$ cat config.mk
export PLATFORM = sky130hd
export DESIGN_NAME = mcx_pipeline
export DESIGN_NICKNAME = d
export VERILOG_FILES = /design/src/rtl/mcx_pkg.sv /design/src/rtl/mcx_rst_sync.sv /design/src/rtl/mcx_stage_reg.sv /design/src/rtl/mcx_exec.sv /design/src/rtl/mcx_wb.sv /design/src/rtl/mcx_pipeline.sv
export SDC_FILE = /design/constraint.sdc
export NUM_CORES = 1
export LEC_CHECK = 0
export ABC_CLOCK_PERIOD_IN_PS = 1750
export BUFFER_PORTS_ARGS = -buffer_cell sky130_fd_sc_hd__buf_2
export CAP_MARGIN = 25
export CORE_ASPECT_RATIO = 1.25
export CORE_MARGIN = 2
export CORE_UTILIZATION = 55
export CTS_CLUSTER_DIAMETER = 100
export DETAILED_ROUTE_END_ITERATION = 7
export PLACE_DENSITY = 0.81
export REMOVE_ABC_BUFFERS = 1
export SYNTH_ARGS = -nofsm -noshare
export SYNTH_HDL_FRONTEND = slang
export SYNTH_SLANG_ARGS = --single-unit
$ cat constraint.sdc
create_clock -name clk -period 1.75 [get_ports clk]
set_input_delay 0.175 -clock clk [delete_from_list [all_inputs] [get_ports clk]]
set_output_delay 0.175 -clock clk [all_outputs]
set_load 0.05 [all_outputs]
$ cat src/rtl/mcx_pkg.sv
package mcx_pkg;

  typedef enum logic [1:0] {
    STG_FETCH  = 2'd0,
    STG_DECODE = 2'd1,
    STG_EXEC   = 2'd2,
    STG_WB     = 2'd3
  } stage_e;

  localparam int unsigned NUM_STAGES = 4;
  localparam int unsigned NUM_FRONT  = 2;

  // Map a raw latency request onto the supported window [1, max_lat].
  function automatic int unsigned eff_lat(input int unsigned raw,
                                          input int unsigned max_lat);
    if (raw == 0)            return 1;
    else if (raw > max_lat)  return max_lat;
    else                     return raw;
  endfunction

endpackage

$ cat src/rtl/mcx_rst_sync.sv
module mcx_rst_sync (
  input  logic clk,
  input  logic rst_n,
  output logic rst_n_sync
);
  logic [1:0] sync_q;
  logic [1:0] sync_d;

  always_comb sync_d = {sync_q[0], 1'b1};

  always_ff @(posedge clk or negedge rst_n) begin
    if (!rst_n) sync_q <= 2'b00;
    else        sync_q <= sync_d;
  end

  assign rst_n_sync = sync_q[1];
endmodule

$ cat src/rtl/mcx_stage_reg.sv
module mcx_stage_reg #(
  parameter int unsigned W = 12
) (
  input  logic         clk,
  input  logic         rst_n,
  input  logic         en,
  input  logic         d_valid,
  input  logic [W-1:0] d_data,
  output logic         q_valid,
  output logic [W-1:0] q_data
);
  logic         valid_n;
  logic [W-1:0] data_n;

  always_comb begin
    valid_n = q_valid;
    data_n  = q_data;
    if (en) begin
      valid_n = d_valid;
      data_n  = d_data;
    end
  end

  always_ff @(posedge clk or negedge rst_n) begin
    if (!rst_n) begin
      q_valid <= 1'b0;
      q_data  <= '0;
    end else begin
      q_valid <= valid_n;
      q_data  <= data_n;
    end
  end

  // Contents only move when the stage is enabled.
  assert_stage_hold_R4: assert property (@(posedge clk) disable iff (!rst_n)
    !en |=> ($stable(q_valid) && $stable(q_data)));
endmodule

$ cat src/rtl/mcx_exec.sv
module mcx_exec #(
  parameter int unsigned ID_W    = 8,
  parameter int unsigned LAT_W   = 4,
  parameter int unsigned MAX_LAT = 8
) (
  input  logic             clk,
  input  logic             rst_n,
  input  logic             in_valid,
  input  logic [ID_W-1:0]  in_id,
  input  logic [LAT_W-1:0] in_lat,
  output logic             advance,
  output logic             done,
  output logic             e_valid,
  output logic [ID_W-1:0]  e_id
);
  import mcx_pkg::*;

  localparam int unsigned CNT_W = $clog2(MAX_LAT + 1);

  logic [CNT_W-1:0] cnt_q, cnt_n;
  logic             valid_n;
  logic [ID_W-1:0]  id_n;
  logic [CNT_W-1:0] load_val;

  assign load_val = CNT_W'(eff_lat(32'(in_lat), MAX_LAT));
  assign done     = e_valid && (cnt_q == CNT_W'(1));
  assign advance  = !e_valid || done;

  always_comb begin
    valid_n = e_valid;
    id_n    = e_id;
    cnt_n   = cnt_q;
    if (advance) begin
      valid_n = in_valid;
      id_n    = in_id;
      cnt_n   = in_valid ? load_val : '0;
    end else begin
      cnt_n   = cnt_q - CNT_W'(1);
    end
  end

  always_ff @(posedge clk or negedge rst_n) begin
    if (!rst_n) begin
      e_valid <= 1'b0;
      e_id    <= '0;
      cnt_q   <= '0;
    end else begin
      e_valid <= valid_n;
      e_id    <= id_n;
      cnt_q   <= cnt_n;
    end
  end

  // Independent run-length counter for the occupancy window check.
  logic [CNT_W:0] run_q;
  always_ff @(posedge clk or negedge rst_n) begin
    if (!rst_n)                   run_q <= '0;
    else if (e_valid && !advance) run_q <= run_q + 1'b1;
    else                          run_q <= '0;
  end

  assert_exec_hold_R3: assert property (@(posedge clk) disable iff (!rst_n)
    (e_valid && !done) |=> (e_valid && $stable(e_id)));

  assert_lat_bound_R6: assert property (@(posedge clk) disable iff (!rst_n)
    run_q < (CNT_W+1)'(MAX_LAT));

  assert_accept_R2: assert property (@(posedge clk) disable iff (!rst_n)
    (!e_valid && in_valid) |=> e_valid);
endmodule

$ cat src/rtl/mcx_wb.sv
module mcx_wb #(
  parameter int unsigned ID_W = 8
) (
  input  logic            clk,
  input  logic            rst_n,
  input  logic            done,
  input  logic [ID_W-1:0] id,
  output logic            wb_valid,
  output logic [ID_W-1:0] wb_id
);
  logic            valid_n;
  logic [ID_W-1:0] id_n;

  always_comb begin
    valid_n = done;
    id_n    = done ? id : wb_id;
  end

  always_ff @(posedge clk or negedge rst_n) begin
    if (!rst_n) begin
      wb_valid <= 1'b0;
      wb_id    <= '0;
    end else begin
      wb_valid <= valid_n;
      wb_id    <= id_n;
    end
  end

  assert_bubble_R5: assert property (@(posedge clk) disable iff (!rst_n)
    !done |=> !wb_valid);

  assert_wb_id_R3: assert property (@(posedge clk) disable iff (!rst_n)
    done |=> (wb_valid && wb_id == $past(id)));
endmodule

$ cat src/rtl/mcx_pipeline.sv
module mcx_pipeline #(
  parameter int unsigned ID_W    = 8,
  parameter int unsigned LAT_W   = 4,
  parameter int unsigned MAX_LAT = 8
) (
  input  logic             clk,
  input  logic             rst_n,
  input  logic             in_valid,
  output logic             in_ready,
  input  logic [ID_W-1:0]  in_id,
  input  logic [LAT_W-1:0] in_lat,
  output logic             wb_valid,
  output logic [ID_W-1:0]  wb_id,
  output logic [3:0]       occ
);
  import mcx_pkg::*;

  localparam int unsigned TOK_W = ID_W + LAT_W;

  logic rst_n_int;
  logic advance;
  logic done;
  logic e_valid;
  logic [ID_W-1:0] e_id;

  logic             stg_vin  [NUM_FRONT+1];
  logic [TOK_W-1:0] stg_din  [NUM_FRONT+1];

  mcx_rst_sync u_rst (
    .clk        (clk),
    .rst_n      (rst_n),
    .rst_n_sync (rst_n_int)
  );

  assign stg_vin[0] = in_valid;
  assign stg_din[0] = {in_id, in_lat};

  // Fetch (index 0) and decode (index 1) share one frozen-together enable.
  for (genvar g = 0; g < NUM_FRONT; g++) begin : g_front
    mcx_stage_reg #(.W(TOK_W)) u_stage (
      .clk     (clk),
      .rst_n   (rst_n_int),
      .en      (advance),
      .d_valid (stg_vin[g]),
      .d_data  (stg_din[g]),
      .q_valid (stg_vin[g+1]),
      .q_data  (stg_din[g+1])
    );
  end

  mcx_exec #(.ID_W(ID_W), .LAT_W(LAT_W), .MAX_LAT(MAX_LAT)) u_exec (
    .clk      (clk),
    .rst_n    (rst_n_int),
    .in_valid (stg_vin[NUM_FRONT]),
    .in_id    (stg_din[NUM_FRONT][TOK_W-1:LAT_W]),
    .in_lat   (stg_din[NUM_FRONT][LAT_W-1:0]),
    .advance  (advance),
    .done     (done),
    .e_valid  (e_valid),
    .e_id     (e_id)
  );

  mcx_wb #(.ID_W(ID_W)) u_wb (
    .clk      (clk),
    .rst_n    (rst_n_int),
    .done     (done),
    .id       (e_id),
    .wb_valid (wb_valid),
    .wb_id    (wb_id)
  );

  assign in_ready          = advance;
  assign occ[STG_FETCH]    = stg_vin[1];
  assign occ[STG_DECODE]   = stg_vin[2];
  assign occ[STG_EXEC]     = e_valid;
  assign occ[STG_WB]       = wb_valid;

  // While stalled, no new token may reach fetch and write-back gets a bubble.
  assert_stall_freeze_R4: assert property (@(posedge clk) disable iff (!rst_n_int)
    !in_ready |=> ($stable(occ[1:0]) && !wb_valid));

  assert_ready_when_empty_R2: assert property (@(posedge clk) disable iff (!rst_n_int)
    !occ[STG_EXEC] |-> in_ready);
endmodule

==> impl_metrics.env <==
export IMPL_grt_max_degree=26
export IMPL_yosysSeqAreaShare_pct=58.4
export IMPL_rsz0062_at_grt="yes"
export IMPL_antenna_found_initial=0
export IMPL_avgSynthCellArea_um2=17.4
export IMPL_cp_data_required_time_ns=1.57
export IMPL_max_freq_ghz=0.592
export IMPL_synth_async_reset_ratio_pct=100
export IMPL_synth_top_family_by_area="multiplexers"
export IMPL_synth_area_um2=2140
export IMPL_synth_seq_cells=50
export IMPL_rows=25
export IMPL_drtAntennaViolNets=0
export IMPL_synthSimpleGateAreaFrac_pct=3.10
export IMPL_ys_top_cells_by_count="dfrtp_1, mux2_4, mux2_2"
export IMPL_cts_buffers=5
export IMPL_wl_met1_mm=1.52
export IMPL_die_y_um=73.8
export IMPL_final_nets=174
export IMPL_ys_flop_type="dfrtp_1"
export IMPL_arrival_ns=1.51
export IMPL_drt_wl_total_mm=3.23
export IMPL_ctsLongestPathBuffers=2
export IMPL_clock_skew_ns=0.00618
export IMPL_synth_xor_area_share_pct=0.409
export IMPL_highest_layer="met4"
export IMPL_ys_warn_count=0
export IMPL_synth_compound_area_share_pct=0.701
export IMPL_synth_area_top_cells="dfrtp_1, mux2_4, mux2_2, buf_12, mux2i_1"
export IMPL_dr_pass1_iters=3
export IMPL_cts_root_buf="clkbuf_8"
export IMPL_yosysMostFrequentCell="dfrtp_1"
export IMPL_io_buffers=28
export IMPL_period_minus_slack_ns=1.69
export IMPL_syn_to_final_growth_pct=15.8
export IMPL_htreeDepth=2
export IMPL_drc_errors=0
export IMPL_multi_input_area_um2=779
export IMPL_clock_sinks=50
export IMPL_netlist_top_cell_by_area="dfrtp_1"
export IMPL_min_period_over_period_pct=96.6
export IMPL_hold_viol_final=0
export IMPL_synth_cells=123
export IMPL_viasPerCell=5.23
export IMPL_fill_cells=257
export IMPL_critPathLaunchType="flop"
export IMPL_drtIter0Drc=27
export IMPL_cts_clk_slew_worst_paths_ns=0.08
export IMPL_synth_fa_ha_area_share_pct=1.17
export IMPL_r2r_cells=6
export IMPL_crit_path_max_fanout=3
export IMPL_reg2reg_slack_ns=0.07
export IMPL_clkLatencyLatePin_ns=0.30
export IMPL_seq_area_um2=1250
export IMPL_hp_class="in2reg"
export IMPL_die_width_um=59.8
export IMPL_pin_count=29
export IMPL_globalRouteOverflowTotal=0
export IMPL_grt_usage_pct=17.9
export IMPL_grt_pass1_vias=1091
export IMPL_grt_pass1_wl_mm=5.55
export IMPL_slew_headroom_pct=63.7
export IMPL_cap_violations=0
export IMPL_synth_area_mux_share_pct=30.0
export IMPL_yosysTopAreaCellShare_pct=58.4
export IMPL_ys_types=21
export IMPL_status="complete, no violations"
export IMPL_slew_viol_final=0
export IMPL_wl_met2_mm=1.51
export IMPL_cp_end_kind="primary output"
export IMPL_hpwl_mm=2.04
export IMPL_drive_gt1_share_pct=57.6
export IMPL_synth_edf_count=0
export IMPL_vias=1036
export IMPL_n_antenna_cell=0
export IMPL_gp_congestion=0.648
export IMPL_hold_path_depth=2
export IMPL_setup_violations=0
export IMPL_core_area_um2=3750
export IMPL_tritoncts="built"
export IMPL_worst_slew_pin_slew_ns=0.545
export IMPL_design_die_area_um2=4410
export IMPL_hold_slack_ns=0.102
export IMPL_critPathKind="reg2out"
export IMPL_initial_core_util_pct=57.0
export IMPL_routedWlPerCell_um=16.3
export IMPL_wl_met3_um=123
path summary, 6_finish.rpt:
path / startpoint / to
min in group asynchronous: rst_n / u_rst.sync_q[0]
min: in_lat[0] / g_front[0].u_stage.q_data[0]
min reg2reg: u_rst.sync_q[1] / g_front[0].u_stage.q_data[0]
max in group asynchronous: u_rst.sync_q[1] / g_front[1].u_stage.q_data[9]
max: u_exec.cnt_q[1] / in_ready
max reg2reg: u_exec.cnt_q[1] / g_front[0].u_stage.q_data[7]
flip-flops by register name, indices dropped and copies added, names as in the netlist:
signal,count
u_exec.e_id,8
g_front.u_stage.q_data,24
u_rst.sync_q,2
u_wb.wb_valid,1
g_front.u_stage.q_valid,2
u_exec.e_valid,1
u_wb.wb_id,8
u_exec.cnt_q,4
placed cells by master (no fill, tap or decap):
| cell | n |
|---|---|
| a32o_1 | 1 |
| and2_2 | 1 |
| buf_12 | 4 |
| buf_2 | 27 |
| buf_4 | 3 |
| bufbuf_16 | 1 |
| bufinv_16 | 1 |
| clkbuf_1 | 1 |
| clkbuf_8 | 5 |
| clkinvlp_4 | 1 |
| conb_1 | 1 |
| dfrtp_1 | 49 |
| dfrtp_2 | 1 |
| dlygate4sd3_1 | 1 |
| ha_1 | 1 |
| ha_4 | 1 |
| inv_1 | 1 |
| inv_2 | 1 |
| mux2_2 | 9 |
| mux2_4 | 34 |
| mux2i_1 | 3 |
| nand2_1 | 2 |
| nand2b_1 | 1 |
| nand2b_4 | 1 |
| nor2_1 | 2 |
| nor2b_1 | 1 |
| nor3_1 | 1 |
| nor3b_4 | 1 |
| o21ai_0 | 1 |
| xnor2_1 | 1 |
routing by layer:
layer,global-route usage [%],up-vias
met2,24.8,20
met5,0,-
met1,25.3,520
met3,5.81,6
li1,-,490
met4,8.89,0
critical path, cell delays in order, from the launching register on:
cell,delay [ns]
dfrtp_1,0.39
inv_2,0.08
ha_4,0.12
nor3b_4,0.18
nand2b_4,0.19
buf_12,0.12
buf_12,0.12
layout make-up:
class	instances	share of cell area, %
clock buffers	6	2.93
clock inverters	2	1.51
repair buffers	36	11.3
flip-flops and latches	50	50.5
multi-input cells	62	31.4
well taps	40	2.02
inverters	2	0.303
kinds of logic after synthesis:
group,after synthesis
other cells,1
mux,46
simple gates,10
compound gates,2
buf+inv,11
flops,50
xor+xnor,1
fa+ha+maj,2
metrics by stage:
stage               std cells  cell area, µm²  setup TNS [ns]  utilization, %  worst slack [ns]
CTS                       198            2460               0            65.4            0.0134
finish                    198            2480               0            66.1            0.0600
detailed placement        185            2270               0            60.5             0.140
floorplan                 114            2020           -2.23               -           -0.0652
global placement          185            2270               0            60.5             0.179
global route              198            2480         -0.0765            66.1           -0.0343
repair_timing:
item | CTS | global route
resized for setup | 3 | 5
pin swaps | 0 | 0
hold buffers | 1 | 0
endpoints found under the setup margin | 1 | 20
buffers inserted | 3 | 0
cloned | 1 | 0
endpoints found under the hold margin | 2 | 0
Power is left out: the tool's default activity adds up to more than one toggle a clock period on the data nets, which glitch-free logic cannot reach.
